File: src/rtl/vxfer_pkg.sv
package vxfer_pkg;

    typedef enum logic [3:0] {
        S_IDLE,
        S_WR_WAIT,
        S_WR_LO,
        S_WR_HI,
        S_RD_LO,
        S_RD_HI,
        S_RD_CAP,
        S_RD_LAST,
        S_RD_HOLD
    } xfer_state_t;

endpackage

File: src/rtl/vxfer_decode.sv
module vxfer_decode #(
    parameter int XW = 10,
    parameter int YW = 9
) (
    input  logic [31:0]   pos_word,
    input  logic [31:0]   size_word,
    output logic [XW-1:0] x0,
    output logic [YW-1:0] y0,
    output logic [XW:0]   wid,
    output logic [YW:0]   hgt
);
    localparam int YLSB = 16;

    logic [XW-1:0] wm1;
    logic [YW-1:0] hm1;
    logic          unused_fields;

    assign x0  = pos_word[XW-1:0];
    assign y0  = pos_word[YLSB +: YW];

    // Minus-one-then-plus-one: a zero field wraps to full size.
    assign wm1 = size_word[XW-1:0] - {{(XW-1){1'b0}}, 1'b1};
    assign hm1 = size_word[YLSB +: YW] - {{(YW-1){1'b0}}, 1'b1};
    assign wid = {1'b0, wm1} + {{XW{1'b0}}, 1'b1};
    assign hgt = {1'b0, hm1} + {{YW{1'b0}}, 1'b1};

    assign unused_fields = ^{pos_word, size_word};

    always_comb begin
        a_r2_width_range : assert (wid != '0);
        a_r3_height_range : assert (hgt != '0);
    end

endmodule

File: src/rtl/vxfer_walker.sv
module vxfer_walker #(
    parameter int XW = 10,
    parameter int YW = 9
) (
    input  logic            clk,
    input  logic            rst_n,
    input  logic            load,
    input  logic [XW-1:0]   x0,
    input  logic [YW-1:0]   y0,
    input  logic [XW:0]     wid,
    input  logic [YW:0]     hgt,
    input  logic            step,
    output logic [XW+YW-1:0] addr,
    output logic            last
);
    localparam int AW = XW + YW;

    logic [XW-1:0] xbase;
    logic [XW:0]   col_max;
    logic [XW:0]   col;
    logic [YW-1:0] row;
    logic [YW:0]   rows_left;
    logic          col_end;
    logic [XW-1:0] xcur;

    assign col_end = (col == col_max);
    assign last    = col_end && (rows_left == {{YW{1'b0}}, 1'b1});
    assign xcur    = xbase + col[XW-1:0];
    assign addr    = {row, xcur};

    always_ff @(posedge clk) begin
        if (!rst_n) begin
            xbase     <= '0;
            col_max   <= '0;
            col       <= '0;
            row       <= '0;
            rows_left <= '0;
        end else if (load) begin
            xbase     <= x0;
            col_max   <= wid - {{XW{1'b0}}, 1'b1};
            col       <= '0;
            row       <= y0;
            rows_left <= hgt;
        end else if (step) begin
            if (col_end) begin
                col       <= '0;
                row       <= row + {{(YW-1){1'b0}}, 1'b1};
                rows_left <= rows_left - {{YW{1'b0}}, 1'b1};
            end else begin
                col <= col + {{XW{1'b0}}, 1'b1};
            end
        end
    end

    a_r5_step_has_rows : assert property (@(posedge clk) disable iff (!rst_n)
        step && !load |-> rows_left != '0);

    a_r7_col_in_row : assert property (@(posedge clk) disable iff (!rst_n)
        rows_left != '0 |-> col <= col_max);

    a_r5_row_advance : assert property (@(posedge clk) disable iff (!rst_n)
        step && !load && col_end |=> col == '0);

    logic unused_aw;
    assign unused_aw = (AW == 0);

endmodule

File: src/rtl/vxfer_ctrl.sv
module vxfer_ctrl
    import vxfer_pkg::*;
#(
    parameter int PW = 16
) (
    input  logic          clk,
    input  logic          rst_n,
    input  logic          start,
    input  logic          start_read,
    input  logic          abort,
    input  logic          wr_valid,
    input  logic [2*PW-1:0] wr_word,
    input  logic          rd_take,
    input  logic          last,
    input  logic [PW-1:0] mem_rdata,
    output logic          load,
    output logic          step,
    output logic          mem_we,
    output logic          mem_re,
    output logic [PW-1:0] mem_wdata,
    output logic          wr_ready,
    output logic          rd_valid,
    output logic [2*PW-1:0] rd_word,
    output logic          img_ready,
    output logic          busy,
    output logic          done
);
    xfer_state_t state, nxt;

    logic [2*PW-1:0] word_q;
    logic [PW-1:0]   lo_q, hi_q;
    logic            final_q, img_q, done_q;
    logic            quiet, wr_px, rd_px, fin;

    assign quiet = !abort && !start;

    // State register
    always_ff @(posedge clk) begin
        if (!rst_n) state <= S_IDLE;
        else        state <= nxt;
    end

    // Next state
    always_comb begin
        nxt = state;
        if (abort) begin
            nxt = S_IDLE;
        end else if (start) begin
            nxt = start_read ? S_RD_LO : S_WR_WAIT;
        end else begin
            unique case (state)
                S_IDLE:    nxt = S_IDLE;
                S_WR_WAIT: nxt = wr_valid ? S_WR_LO : S_WR_WAIT;
                S_WR_LO:   nxt = last ? S_IDLE : S_WR_HI;
                S_WR_HI:   nxt = last ? S_IDLE : S_WR_WAIT;
                S_RD_LO:   nxt = last ? S_RD_LAST : S_RD_HI;
                S_RD_HI:   nxt = S_RD_CAP;
                S_RD_CAP:  nxt = S_RD_HOLD;
                S_RD_LAST: nxt = S_RD_HOLD;
                S_RD_HOLD: nxt = rd_take ? (final_q ? S_IDLE : S_RD_LO) : S_RD_HOLD;
                default:   nxt = S_IDLE;
            endcase
        end
    end

    // Outputs
    always_comb begin
        wr_px     = (state == S_WR_LO) || (state == S_WR_HI);
        rd_px     = (state == S_RD_LO) || (state == S_RD_HI);
        load      = start && !abort;
        step      = quiet && (wr_px || rd_px);
        mem_we    = quiet && wr_px;
        mem_re    = quiet && rd_px;
        mem_wdata = (state == S_WR_HI) ? word_q[2*PW-1:PW] : word_q[PW-1:0];
        wr_ready  = (state == S_WR_WAIT);
        rd_valid  = (state == S_RD_HOLD);
        rd_word   = {hi_q, lo_q};
        busy      = (state != S_IDLE);
        img_ready = img_q;
        done      = done_q;
        fin       = quiet && ((wr_px && last) || ((state == S_RD_HOLD) && rd_take && final_q));
    end

    // Data path registers
    always_ff @(posedge clk) begin
        if (!rst_n) begin
            word_q  <= '0;
            lo_q    <= '0;
            hi_q    <= '0;
            final_q <= 1'b0;
            img_q   <= 1'b0;
            done_q  <= 1'b0;
        end else begin
            done_q <= fin;

            if (abort)     img_q <= 1'b0;
            else if (load) img_q <= start_read;
            else if (fin)  img_q <= 1'b0;

            if (load)                 final_q <= 1'b0;
            else if (mem_re && last)  final_q <= 1'b1;

            if (quiet && (state == S_WR_WAIT) && wr_valid) word_q <= wr_word;

            if (state == S_RD_HI) lo_q <= mem_rdata;
            if (state == S_RD_CAP) hi_q <= mem_rdata;
            if (state == S_RD_LAST) begin
                lo_q <= mem_rdata;
                hi_q <= '0;
            end
        end
    end

    a_r10_done_idle : assert property (@(posedge clk) disable iff (!rst_n)
        done |-> !busy && !img_ready);

    a_r9_img_needs_busy : assert property (@(posedge clk) disable iff (!rst_n)
        img_ready |-> busy);

    a_r9_valid_means_img : assert property (@(posedge clk) disable iff (!rst_n)
        rd_valid |-> img_ready);

    a_r11_abort_idles : assert property (@(posedge clk) disable iff (!rst_n)
        abort |=> !busy && !img_ready && !done);

    a_r8_single_port_op : assert property (@(posedge clk) disable iff (!rst_n)
        !(mem_we && mem_re));

    a_r8_word_held : assert property (@(posedge clk) disable iff (!rst_n)
        (state == S_WR_LO) && quiet |=> $stable(word_q));

endmodule

File: src/rtl/vram_rect_xfer.sv
module vram_rect_xfer #(
    parameter int XW = 10,
    parameter int YW = 9,
    parameter int PW = 16
) (
    input  logic                 clk,
    input  logic                 rst_n,
    input  logic                 xfer_start,
    input  logic                 xfer_read,
    input  logic [31:0]          pos_word,
    input  logic [31:0]          size_word,
    input  logic                 xfer_abort,
    input  logic                 wr_valid,
    input  logic [2*PW-1:0]      wr_word,
    output logic                 wr_ready,
    input  logic                 rd_take,
    output logic [2*PW-1:0]      rd_word,
    output logic                 rd_valid,
    output logic                 img_ready,
    output logic                 busy,
    output logic                 done,
    output logic [XW+YW-1:0]     mem_addr,
    output logic                 mem_we,
    output logic [PW-1:0]        mem_wdata,
    output logic                 mem_re,
    input  logic [PW-1:0]        mem_rdata
);
    logic [XW-1:0] x0;
    logic [YW-1:0] y0;
    logic [XW:0]   wid;
    logic [YW:0]   hgt;
    logic          load, step, last;

    vxfer_decode #(.XW(XW), .YW(YW)) u_decode (
        .pos_word (pos_word),
        .size_word(size_word),
        .x0       (x0),
        .y0       (y0),
        .wid      (wid),
        .hgt      (hgt)
    );

    vxfer_walker #(.XW(XW), .YW(YW)) u_walker (
        .clk      (clk),
        .rst_n    (rst_n),
        .load     (load),
        .x0       (x0),
        .y0       (y0),
        .wid      (wid),
        .hgt      (hgt),
        .step     (step),
        .addr     (mem_addr),
        .last     (last)
    );

    vxfer_ctrl #(.PW(PW)) u_ctrl (
        .clk       (clk),
        .rst_n     (rst_n),
        .start     (xfer_start),
        .start_read(xfer_read),
        .abort     (xfer_abort),
        .wr_valid  (wr_valid),
        .wr_word   (wr_word),
        .rd_take   (rd_take),
        .last      (last),
        .mem_rdata (mem_rdata),
        .load      (load),
        .step      (step),
        .mem_we    (mem_we),
        .mem_re    (mem_re),
        .mem_wdata (mem_wdata),
        .wr_ready  (wr_ready),
        .rd_valid  (rd_valid),
        .rd_word   (rd_word),
        .img_ready (img_ready),
        .busy      (busy),
        .done      (done)
    );

    a_r11_no_access_idle : assert property (@(posedge clk) disable iff (!rst_n)
        !busy |-> !mem_we && !mem_re);

endmodule

File: config.mk
export PLATFORM = sky130hd
export DESIGN_NAME = vram_rect_xfer
export DESIGN_NICKNAME = d
export VERILOG_FILES = /design/src/rtl/vxfer_pkg.sv /design/src/rtl/vxfer_decode.sv /design/src/rtl/vxfer_walker.sv /design/src/rtl/vxfer_ctrl.sv /design/src/rtl/vram_rect_xfer.sv
export SDC_FILE = /design/constraint.sdc
export NUM_CORES = 1
export LEC_CHECK = 0
export ABC_AREA = 1
export BUFFER_PORTS_ARGS = -buffer_cell sky130_fd_sc_hd__buf_2
export CAP_MARGIN = 20
export CORE_UTILIZATION = 45
export DETAILED_ROUTE_END_ITERATION = 7
export PLACE_DENSITY = 0.7
export SYNTH_ARGS = -nofsm -noshare
export SYNTH_HDL_FRONTEND = slang
export SYNTH_SLANG_ARGS = --single-unit
File: constraint.sdc
create_clock -name clk -period 1.5 [get_ports clk]
set_input_delay 0.075 -clock clk [delete_from_list [all_inputs] [get_ports clk]]
set_output_delay 0.075 -clock clk [all_outputs]
set_load 0.05 [all_outputs]
==> run metrics <==
standard-cell row count 42; P_leak 5.009 nW; Clock Pin Slew Worst Setup and Hold Paths approximately 0.060 ns; Synthesized Nets between 1000 and 1500; effective utilization at floorplan 0.4663; clock network fraction of total power 0.456; combined global-route utilization of all metal layers 0.2776; worst rel slew slack 0.7193; number of vias in the routed layout approximately 7600; EDFF count, synth 0; biggest area contributors in the synthesized netlist sky130_fd_sc_hd__dfxtp_1, sky130_fd_sc_hd__nor2_1, sky130_fd_sc_hd__nand2_1, sky130_fd_sc_hd__o21ai_0, sky130_fd_sc_hd__inv_1; CTS Sinks between 100 and 150; Net Sw Frac 0.2720; DIE WIDTH approximately 120 um; Via-to-Cell Ratio 5.233; number of antenna diodes 0; antenna viol nets, final 0; area of the mapped netlist between 6000 and 7000 um2; sort of element at the end of the critical path primary output; insertion delay to the later sink of the worst-skew pair approximately 0.43 ns; number of buffers created by CTS 17; failing checks setup timing; maximum fanout along the worst path 3; port bufs around 170; minimum setup slack in the final design -0.6591 ns; leading post-synthesis cells by instance count sky130_fd_sc_hd__nor2_1, sky130_fd_sc_hd__nand2_1, sky130_fd_sc_hd__dfxtp_1; minimum setup slack after placement -0.3139 ns; Gate power share 0.173; initial antenna violation count 0; post-synthesis average cell area between 6 and 7 um2; TritonCTS clock tree done; Area Overhead vs Synth 75.51%; ys flop type sky130_fd_sc_hd__dfxtp_1; detailed-route wire length between 20 and 25 mm; Net Sw Power ~2.5 mW; count of different cell masters after synthesis 39; fin util 0.8184; area of the placeable core 13400 um2; die footprint ~14000 um2; gpl congestion slightly above 0.8; Period minus WS final approximately 2.2 ns; most used standard cell by instance count after synthesis sky130_fd_sc_hd__nor2_1; Max-Cap Viols 0; Design Power between 9 and 10 mW; Least-Margin Pin Slew 0.4192 ns; Critical Setup Path Class register to primary output; share of Yosys cell area claimed by the top area cell type 0.3877; Longest Clk Path Bufs 2; maximum number of pins on one net before global-route repair a little under 80; Die Height 119.8 um; setup_tns -20.98 ns; # nets final approximately 1400; I/O pins around 190; synthesis-stage register bit count 121; Yosys top cell by area sky130_fd_sc_hd__dfxtp_1; startpoint kind of the worst setup timing path register; unrepaired setup endpoints after global routing yes; number of setup violations in the final report roughly 100; dpl hpwl 11.84 mm; post-synthesis async set-or-reset flop share 0; Hold Worst Slack between 0.01 and 0.015 ns; worst hold-check path type input pin to register; total power density per cell area about 830 nW/um2; fraction of final layout cells with drive strength greater than 1 0.4332; data arrival at the endpoint of the critical path 2.08 ns; design internal power 6.641 mW; sequential fraction of design power 0.371; sequential share of the synthesized area 0.3877; Clock Tree Root sky130_fd_sc_hd__clkbuf_16; Pins Over Slew Limit 0; total of warnings raised by yosys 0; average detailed-routed wire length per instance around 15 um; Achievable Freq roughly 0.46 GHz; final worst path period share 1.439; global-route wire length before repair 31.80 mm; via count of the first global-routing pass about 7000; final routed DRC violation total 0; DR iter-0 viols 532; VDD IR max slightly above 0.0008 V; CP Data Required Time about 1.4 ns; final hold violation count 0; total gr overflow 0; first-pass iteration count of the detailed router 6; result of the run finished, violations left; number of H-tree branching levels 4; number of cells produced by synthesis roughly 910; Worst Skew roughly 0.0095 ns; Fillers a little over 800
layer usage:
layer,GRT usage,up-vias,part of all wire
met5,0,-,0
met4,0.1031,0,0.032
met3,0.06844,72,0.056
met2,0.5011,288,0.51
met1,0.3135,3567,0.40
li1,-,3651,-
metrics by stage:
step	std cells	cell area, um2
2_1_floorplan	907	6549
3_3_place_gp	1308	8177
3_5_place_dp	1308	8177
4_1_cts	1426	10030
5_1_grt	1448	10970
6_report	1448	10970
layout make-up:
class	count	area [um2]	share of cell area
timing repair buffer	363	2975	0.2713
sequential	121	2472	0.2254
tap	176	220.2	0.02008
inverter	83	340.3	0.03103
clock inverter	9	115.1	0.01050
clock buffer	22	485.5	0.04427
multi-input combinational	674	4358	0.3974
power by group through the flow:
| stage | clock [mW] | sequential, mW | combinational, mW |
|---|---|---|---|
| 6_report | 4.16 | 3.38 | 1.58 |
| 4_1_cts | 4.16 | 3.38 | 1.42 |
| 2_1_floorplan | 0 | 3.49 | 0.668 |
| 3_3_place_gp | 0 | 3.44 | 1.16 |
| 5_1_grt | 4.33 | 3.39 | 1.71 |
| 3_5_place_dp | 0 | 3.44 | 1.17 |
layout by cell type, fill, tap and decap left out, types with 5 or more instances in the layout:
cell type,netlist,layout
sky130_fd_sc_hd__clkbuf_16,0,21
sky130_fd_sc_hd__buf_2,8,136
sky130_fd_sc_hd__clkinvlp_4,0,5
sky130_fd_sc_hd__buf_4,3,82
sky130_fd_sc_hd__nand3_2,0,6
sky130_fd_sc_hd__inv_2,6,8
sky130_fd_sc_hd__o21ai_1,12,13
sky130_fd_sc_hd__xor2_1,15,11
sky130_fd_sc_hd__nand2_2,6,14
sky130_fd_sc_hd__nor2_1,207,163
sky130_fd_sc_hd__nand4_1,12,12
sky130_fd_sc_hd__buf_8,0,5
sky130_fd_sc_hd__dfxtp_4,0,10
sky130_fd_sc_hd__nand3_1,39,31
sky130_fd_sc_hd__mux2_2,16,15
sky130_fd_sc_hd__nor2_2,7,28
sky130_fd_sc_hd__a21oi_1,42,21
sky130_fd_sc_hd__nand2_1,162,133
sky130_fd_sc_hd__nor3_1,8,5
sky130_fd_sc_hd__nor2_4,3,26
sky130_fd_sc_hd__dfxtp_2,0,10
sky130_fd_sc_hd__dfxtp_1,121,101
sky130_fd_sc_hd__nand2_4,2,20
sky130_fd_sc_hd__ha_4,0,9
sky130_fd_sc_hd__a21oi_2,0,20
sky130_fd_sc_hd__o21ai_0,88,59
sky130_fd_sc_hd__inv_1,77,67
sky130_fd_sc_hd__ha_1,16,7
sky130_fd_sc_hd__xnor2_1,9,6
sky130_fd_sc_hd__o21ai_2,1,29
sky130_fd_sc_hd__a31oi_1,5,5
sky130_fd_sc_hd__buf_6,1,56
sky130_fd_sc_hd__dlygate4sd3_1,0,71
sky130_fd_sc_hd__buf_12,0,9
kinds of logic after synthesis:
kind of cell    Yosys count  synth area share
flops                   121            0.3877
compound gates          163            0.1386
mux                      17           0.03044
xor+xnor                 24           0.03364
simple gates            452            0.3020
fa+ha+maj                17           0.03524
buf+inv                 113           0.07249
sequential cells by signal (all words and copies together) (netlist names):
register / count
u_walker.row: 9
u_ctrl.word_q: 32
u_walker.col: 11
u_walker.col_max: 10
u_ctrl.done: 1
u_ctrl.hi_q: 16
u_ctrl.state: 4
u_ctrl.final_q: 1
u_walker.rows_left: 10
u_ctrl.img_ready: 1
u_walker.xbase: 10
u_ctrl.lo_q: 16
what timing repair did:
action                     CTS  global route
setup endpoints to repair   63           113
gates cloned                 1             6
hold buffers                71             0
resized for setup          128           218
buffers inserted            15            26
hold endpoints to repair    84             0
pin swaps                   18            54
critical path, stage by stage (launching register included):
cell and delay [ns]:
sky130_fd_sc_hd__dfxtp_4 0.35, sky130_fd_sc_hd__ha_4 0.16, sky130_fd_sc_hd__fa_2 0.36, sky130_fd_sc_hd__nand3_2 0.08
sky130_fd_sc_hd__nand2_2 0.07, sky130_fd_sc_hd__a21oi_2 0.12, sky130_fd_sc_hd__nor2_1 0.05, sky130_fd_sc_hd__nor2_2 0.17
sky130_fd_sc_hd__xnor2_4 0.14, sky130_fd_sc_hd__buf_6 0.17
path summary, 6_finish.rpt:
path | startpoint | to | slack [ns] | cells past startpoint
hold / removal | size_word[2] | u_walker.col_max[2] | 0.01 | 3
hold reg to reg | u_ctrl.hi_q[5] | u_ctrl.hi_q[5] | 0.48 | 2
setup reg to reg | u_walker.col[4] | u_walker.rows_left[9] | -0.30 | 15
setup / recovery | u_walker.col[0] | mem_addr[6] | -0.66 | 9
Power figures use the tool's default switching activity.
